===== src/rtl/bus_xcvr_pkg.sv =====
package bus_xcvr_pkg;
  // Strobes from a direction's control to its datapath
  typedef struct packed {
    logic pass;   // show the input directly
    logic load;   // store the input at this system edge
    logic drive;  // output enabled
  } xcvrStrobes_t;
endpackage


===== src/rtl/xcvr_ctrl.sv =====
module xcvr_ctrl
  import bus_xcvr_pkg::*;
(
  input  logic         clk,
  input  logic         rstN,
  input  logic         leIn,
  input  logic         ceN,
  input  logic         oeN,
  input  logic         portClk,
  output xcvrStrobes_t strb
);
  logic portClkPrev;
  logic portClkRise;

  // reset high: a clock already high at release is no edge
  always_ff @(posedge clk or negedge rstN) begin
    if (!rstN) portClkPrev <= 1'b1;
    else       portClkPrev <= portClk;
  end

  assign portClkRise = portClk & ~portClkPrev;

  always_comb begin
    strb.pass  = leIn;
    strb.load  = leIn | (~ceN & portClkRise);
    strb.drive = ~oeN;
  end

  // outside transparency a store needs an enabled low-to-high clock
  assert_qualified_edge_R4: assert property (@(posedge clk) disable iff (!rstN)
    (strb.load && !leIn) |-> (!ceN && portClk && !$past(portClk)));
endmodule


===== src/rtl/xcvr_path.sv =====
module xcvr_path
  import bus_xcvr_pkg::*;
#(
  parameter int WIDTH = 17
) (
  input  logic             clk,
  input  logic             rstN,
  input  logic [WIDTH-1:0] din,
  input  xcvrStrobes_t     strb,
  output logic [WIDTH-1:0] dout
);
  logic [WIDTH-1:0] storeQ;

  always_ff @(posedge clk or negedge rstN) begin
    if (!rstN)          storeQ <= '0;
    else if (strb.load) storeQ <= din;
  end

  assign dout = strb.pass ? din : storeQ;

  // without a load strobe the stored word does not move
  assert_hold_R6: assert property (@(posedge clk) disable iff (!rstN)
    !strb.load |=> $stable(storeQ));
  // a load keeps the word sampled at that edge
  assert_capture_R4: assert property (@(posedge clk) disable iff (!rstN)
    strb.load |=> storeQ == $past(din));
endmodule


===== src/rtl/bus_xcvr17.sv =====
module bus_xcvr17
  import bus_xcvr_pkg::*;
#(
  parameter int WIDTH = 17
) (
  input  logic             clk,
  input  logic             rstN,
  input  logic [WIDTH-1:0] aIn,
  output logic [WIDTH-1:0] aOut,
  output logic [WIDTH-1:0] aOutEn,
  input  logic [WIDTH-1:0] bIn,
  output logic [WIDTH-1:0] bDriveLow,
  output logic [WIDTH-1:0] bRelease,
  input  logic             oeAbN,
  input  logic             oeBaN,
  input  logic             ceAbN,
  input  logic             ceBaN,
  input  logic             leAb,
  input  logic             leBa,
  input  logic             clkAb,
  input  logic             clkBa,
  output logic             clkFwdB,
  input  logic             bClkIn,
  output logic             aClkOut
);
  xcvrStrobes_t     strbAb, strbBa;
  logic [WIDTH-1:0] abData, baData;

  xcvr_ctrl u_ctrlAb (.clk(clk), .rstN(rstN), .leIn(leAb), .ceN(ceAbN),
                      .oeN(oeAbN), .portClk(clkAb), .strb(strbAb));
  xcvr_path #(.WIDTH(WIDTH)) u_pathAb (.clk(clk), .rstN(rstN), .din(aIn),
                      .strb(strbAb), .dout(abData));

  xcvr_ctrl u_ctrlBa (.clk(clk), .rstN(rstN), .leIn(leBa), .ceN(ceBaN),
                      .oeN(oeBaN), .portClk(clkBa), .strb(strbBa));
  xcvr_path #(.WIDTH(WIDTH)) u_pathBa (.clk(clk), .rstN(rstN), .din(bIn),
                      .strb(strbBa), .dout(baData));

  // open-drain B side: pull low for a 0 bit, release otherwise
  assign bDriveLow = {WIDTH{strbAb.drive}} & ~abData;
  assign bRelease  = ~bDriveLow;
  // three-state A side
  assign aOut    = baData;
  assign aOutEn  = {WIDTH{strbBa.drive}};
  assign clkFwdB = clkAb;
  assign aClkOut = bClkIn;

  assert_released_R1: assert property (@(posedge clk) disable iff (!rstN)
    oeAbN |-> (&bRelease && bDriveLow == '0));
  assert_floated_R2: assert property (@(posedge clk) disable iff (!rstN)
    oeBaN |-> aOutEn == '0);
  assert_pass_R3: assert property (@(posedge clk) disable iff (!rstN)
    (leAb && !oeAbN) |-> bRelease == aIn);
  assert_no_overlap_R8: assert property (@(posedge clk) disable iff (!rstN)
    (bDriveLow & bRelease) == '0);
  assert_pass_R9: assert property (@(posedge clk) disable iff (!rstN)
    leBa |-> aOut == bIn);
  assert_forward_R11: assert property (@(posedge clk) disable iff (!rstN)
    clkFwdB == clkAb && aClkOut == bClkIn);
endmodule


===== config.mk =====
export PLATFORM = sky130hd
export DESIGN_NAME = bus_xcvr17
export DESIGN_NICKNAME = d
export VERILOG_FILES = /design/src/rtl/bus_xcvr_pkg.sv /design/src/rtl/xcvr_ctrl.sv /design/src/rtl/xcvr_path.sv /design/src/rtl/bus_xcvr17.sv
export SDC_FILE = /design/constraint.sdc
export NUM_CORES = 1
export LEC_CHECK = 0
export BUFFER_PORTS_ARGS = -buffer_cell sky130_fd_sc_hd__buf_2
export CORE_MARGIN = 3
export CORE_UTILIZATION = 35
export DETAILED_ROUTE_END_ITERATION = 12
export HOLD_SLACK_MARGIN = 0.05
export SYNTH_ARGS = -nofsm -noshare
export SYNTH_HDL_FRONTEND = slang
export SYNTH_SLANG_ARGS = --single-unit
export TNS_END_PERCENT = 30

===== constraint.sdc =====
create_clock -name clk -period 2.61 [get_ports clk]
set_clock_uncertainty 0.2 [all_clocks]
set_input_delay 0.522 -clock clk [delete_from_list [all_inputs] [get_ports clk]]
set_output_delay 0.522 -clock clk [all_outputs]
set_load 0.01 [all_outputs]

Yosys cells after proc, flatten, opt, wreduce, memory -nomap -nowiden. Index checks and enable logic that the tools add are counted.

Flip-flop bits (word level): 36. Bits of input ports: 45. Output and inout port bits: 70. Logic and storage cells: 21.

Mux-type cells: 2. Bitwise logic cells: 15.

Operators by type and width (number): 2-to-1 mux 17 bit (2); inverter 17 bit (2); bitwise AND 17 bit (1); inverter 1 bit (6); bitwise AND 1 bit (4); OR 1 bit (2).

Longest topological paths before layout.
Depth in word-level cells: 4. Gate-level depth with buffers: 4. Gate-level depth less buffers: 2.

By module. A second synthesis with hierarchy kept.

Cells, all modules: 175. Area, all modules: 2377.3 um^2.

By module, submodules not included: xcvr_path (times used 2, cells an instance 55, area each 945.9 um^2); bus_xcvr17 (times used 1, cells an instance 55, area each 387.9 um^2); xcvr_ctrl (times used 2, cells an instance 5, area each 48.8 um^2).

Worst setup path before layout. Ideal clock, no wire load.

Kind: input-to-output. Start point: input leAb. End point: output bRelease[0]. Arrival: 1.217 ns. Data required time: 1.888 ns. Setup slack: 0.671 ns. Cell stages on the path: 3. Path buffers: 1. Cells stage by stage: buf_2 nand2_1 or3b_2.

Cells in the longest elaborated chain, start to end: 4.

Ends and longest elaborated chain: start: declaration (line bus_xcvr17.sv:18) `input logic leAb,`; 2-to-1 mux 17 bit (line xcvr_path.sv:19) `assign dout = strb.pass ? din : storeQ;`; inverter 17 bit (line bus_xcvr17.sv:40) `assign bDriveLow = {WIDTH{strbAb.drive}} & ~abData;`; bitwise AND 17 bit (line bus_xcvr17.sv:40); inverter 17 bit (line bus_xcvr17.sv:41) `assign bRelease = ~bDriveLow;`; end: declaration (line bus_xcvr17.sv:13) `output logic [WIDTH-1:0] bRelease,`.

No other way between the ends.

Worst setup path in the final report. Ends and elaborated chain as after synthesis.

==> metrics.md <==
| Metric | Value |
|---|---|
| DRC viols | 0 |
| Period minus WS final | 2235 ps |
| Slew @ Worst Pin | 829.9 ps |
| Final setup vio count | 0 |
| Lkg Pwr | around 1.5 nW |
| Worst Path Required | between 1500 and 2000 ps |
| Deepest clock path buffer count | 2 |
| RSZ-0062 raised after global routing | no |
| Post-Syn Area | 2585 um^2 |
| Critical path origin | leAb |
| Area leader, netlist | dfrtp_1 |
| CTS tree | done |
| Status | completed |
| DRT Pass-1 Iters | 4 |
| Die extent in x | 91.94 um |
| Die Height | 91.94 um |
| GRT Total Usage | around 15% |
| Clock transition at path regs | 70 ps |
| Max Cap Violations | 0 |
| Count of cell types in the netlist | 20 |
| Ys Warns | 0 |
| Most numerous cell in the Yosys netlist | nand2_1 |
| Top FF cell, synth | dfrtp_1 |
| Fmax | 447.4 MHz |
| Final GP Congestion | 0.7547 |
| Vias post-DR | roughly 2300 |
| Setup TNS | 0 ps |
| Crit end category | output port |
| CP arrival | 1510 ps |
| Setup bufs post-CTS | 0 |
| FF-to-FF path depth | 2 |
| Clk_lat worst skew | 280 ps |
| IO Count | around 120 |
| Core area | ~7000 um^2 |
| Post-synth EDFFs | 0 |
| Pins Over Slew Limit | 0 |
| Post-synthesis compound-gate area fraction | 10.70% |
| Largest family of logic cells by synthesized area | simple AND/OR/NAND/NOR gates |
| Vias per cell | 4.972 |
| Rows | 30 |
| Worst-path fanout max | 51 |
| Cells after Synth | 281 |
| Mux share of post-synthesis cell area | 0% |
| Syn Area/Cell | 9.199 um^2 |
| Post-synthesis adder-cell area fraction | 0% |
| Slew headroom | 44.67% |
| Post-DP HPWL | 4483 um |
| CP Class | input port to output port |
| Nets@finish | 411 |
| Placed insts | 455 |
| Pwr dens | roughly 470 nW/um^2 |
| Share of the synthesized area in the top cell type | 32.91% |
| CTS hold repair buffers | 0 |
| First-pass GRT wire length | around 11000 um |
| Share of cells above drive strength 1 | 34.97% |
| Worst vdd ir | 0.2563 mV |
| Top cells by area, synth | dfrtp_1 33%, nand4bb_1 14%, nand2_1 7.4% |
| Fin. Hold Viols | 0 |
| Final Non-Filler Cells | 462 |
| Number of port buffers | 112 |
| CTS Buf Count | 5 |
| Largest net degree at the start of global routing | 52 |
| Initial Utilization | 37.03% |
| Die area | about 8500 um^2 |
| Syn Nets | about 330 |
| Async S/R FF share, synth | 100.0% |
| Gr ovfl total | 0 |
| #FFs+latches synth | 36 |
| Min-Delay Path Class | input port to async pin |
| Layout area overhead | 22.56% |
| WL/cell | roughly 14 um |
| Clock root cell | clkbuf_8 |
| Antenna violations before repair | 0 |
| Starting DRT DRC Count | 76 |
| Reg2reg start | u_ctrlAb.portClkPrev$_DFF_PN1_ |
| Commonest cells in the netlist | 51 x nand2_1, 34 x dfrtp_1, 32 x nand4bb_1, 19 x buf_4, 18 x inv_1 |
| H-tree depth | 2 |
| Vias in the first global route | 2181 |
| Crit path launch type | input port |
| Number of clock sinks | 36 |
| Sequential share of the synthesized area | 34.95% |
| PostCTS Resize Cnt | 0 |
| Antenna viol nets, final | 0 |
| Simple-gate share of the synthesized area | 42.59% |
| Ant diodes | 0 |
| Routed WL | 6424 um |
| Final worst-path cycle share | 85.63% |
| Synth Area in XOR/XNOR | 0% |
area by class of cell:
type	instances	area, um^2
Clock buffer	7	96.34
Fill cell	695	3814
Sequential cell	36	903.4
Multi-Input combinational cell	189	1378
Timing Repair Buffer	116	603.1
Tap cell	96	120.1
Inverter	18	67.56
registers in the layout, indices dropped and copies added, names as in the netlist:
signal,flops
u_pathBa.storeQ,17
u_ctrlAb.portClkPrev,1
u_ctrlBa.portClkPrev,1
u_pathAb.storeQ,17
cells by family (layout without fill, tap and decap cells):
logic type             after synthesis  count (layout)
AND/OR/NAND/NOR                    155             155
buffers and inverters               56             141
flip-flops                          36              36
AO/OA/AOI/OAI                       34              34
routing by layer:
layer | global-route usage, % | wire, um
met5 | 0 | 0
met4 | 3.713 | 23
met3 | 4.840 | 501
met2 | 23.84 | 2880
met1 | 20.45 | 3019
path summary, 6_finish.rpt:
kind                                                         to  slack [ps]
worst max-delay path                                bRelease[0]         380
worst min-delay path            u_pathBa.storeQ[10]$_DFFE_PN0P_         130
worst max register to register   u_pathAb.storeQ[0]$_DFFE_PN0P_         920
worst min register to register  u_pathAb.storeQ[12]$_DFFE_PN0P_         360
max in group asynchronous        u_pathAb.storeQ[6]$_DFFE_PN0P_        1550
min in group clk                u_pathBa.storeQ[12]$_DFFE_PN0P_         290
through the flow:
step	cell area (um^2)	util (%)	hold WS (ps)	power, mW	worst slack, ps
after floorplan	2585	-	26.41	0.9098	671.2
after global placement	3072	44.00	351.0	1.059	384.4
after detailed placement	3072	44.00	361.2	1.064	378.1
after CTS	3168	45.38	161.1	1.502	376.4
after global routing	3168	45.38	192.2	1.579	308.4
final	3168	45.38	131.2	1.473	375.1
report_power, final:
group	leakage (nW)	internal (mW)	switching [mW]
logic	1.02	0.186	0.221
registers	0.429	0.616	0.0262
clock network	0.0503	0.235	0.189
cell usage in the layout (no fill, tap or decap), types with 16 or more instances in the layout:
cell type / count
or3b_1: 16
nor2b_1: 17
nand2_1: 51
dfrtp_1: 34
buf_2: 112
nand4bb_1: 32
nor3b_1: 17
inv_1: 18
nand2b_1: 17
o211ai_1: 17
critical path, stage by stage:
cell and delay, ps:
buf_2 100, buf_12 220, nor2b_1 80, or3b_2 430, buf_2 150
Note: power is estimated with default switching activity, not from simulation.
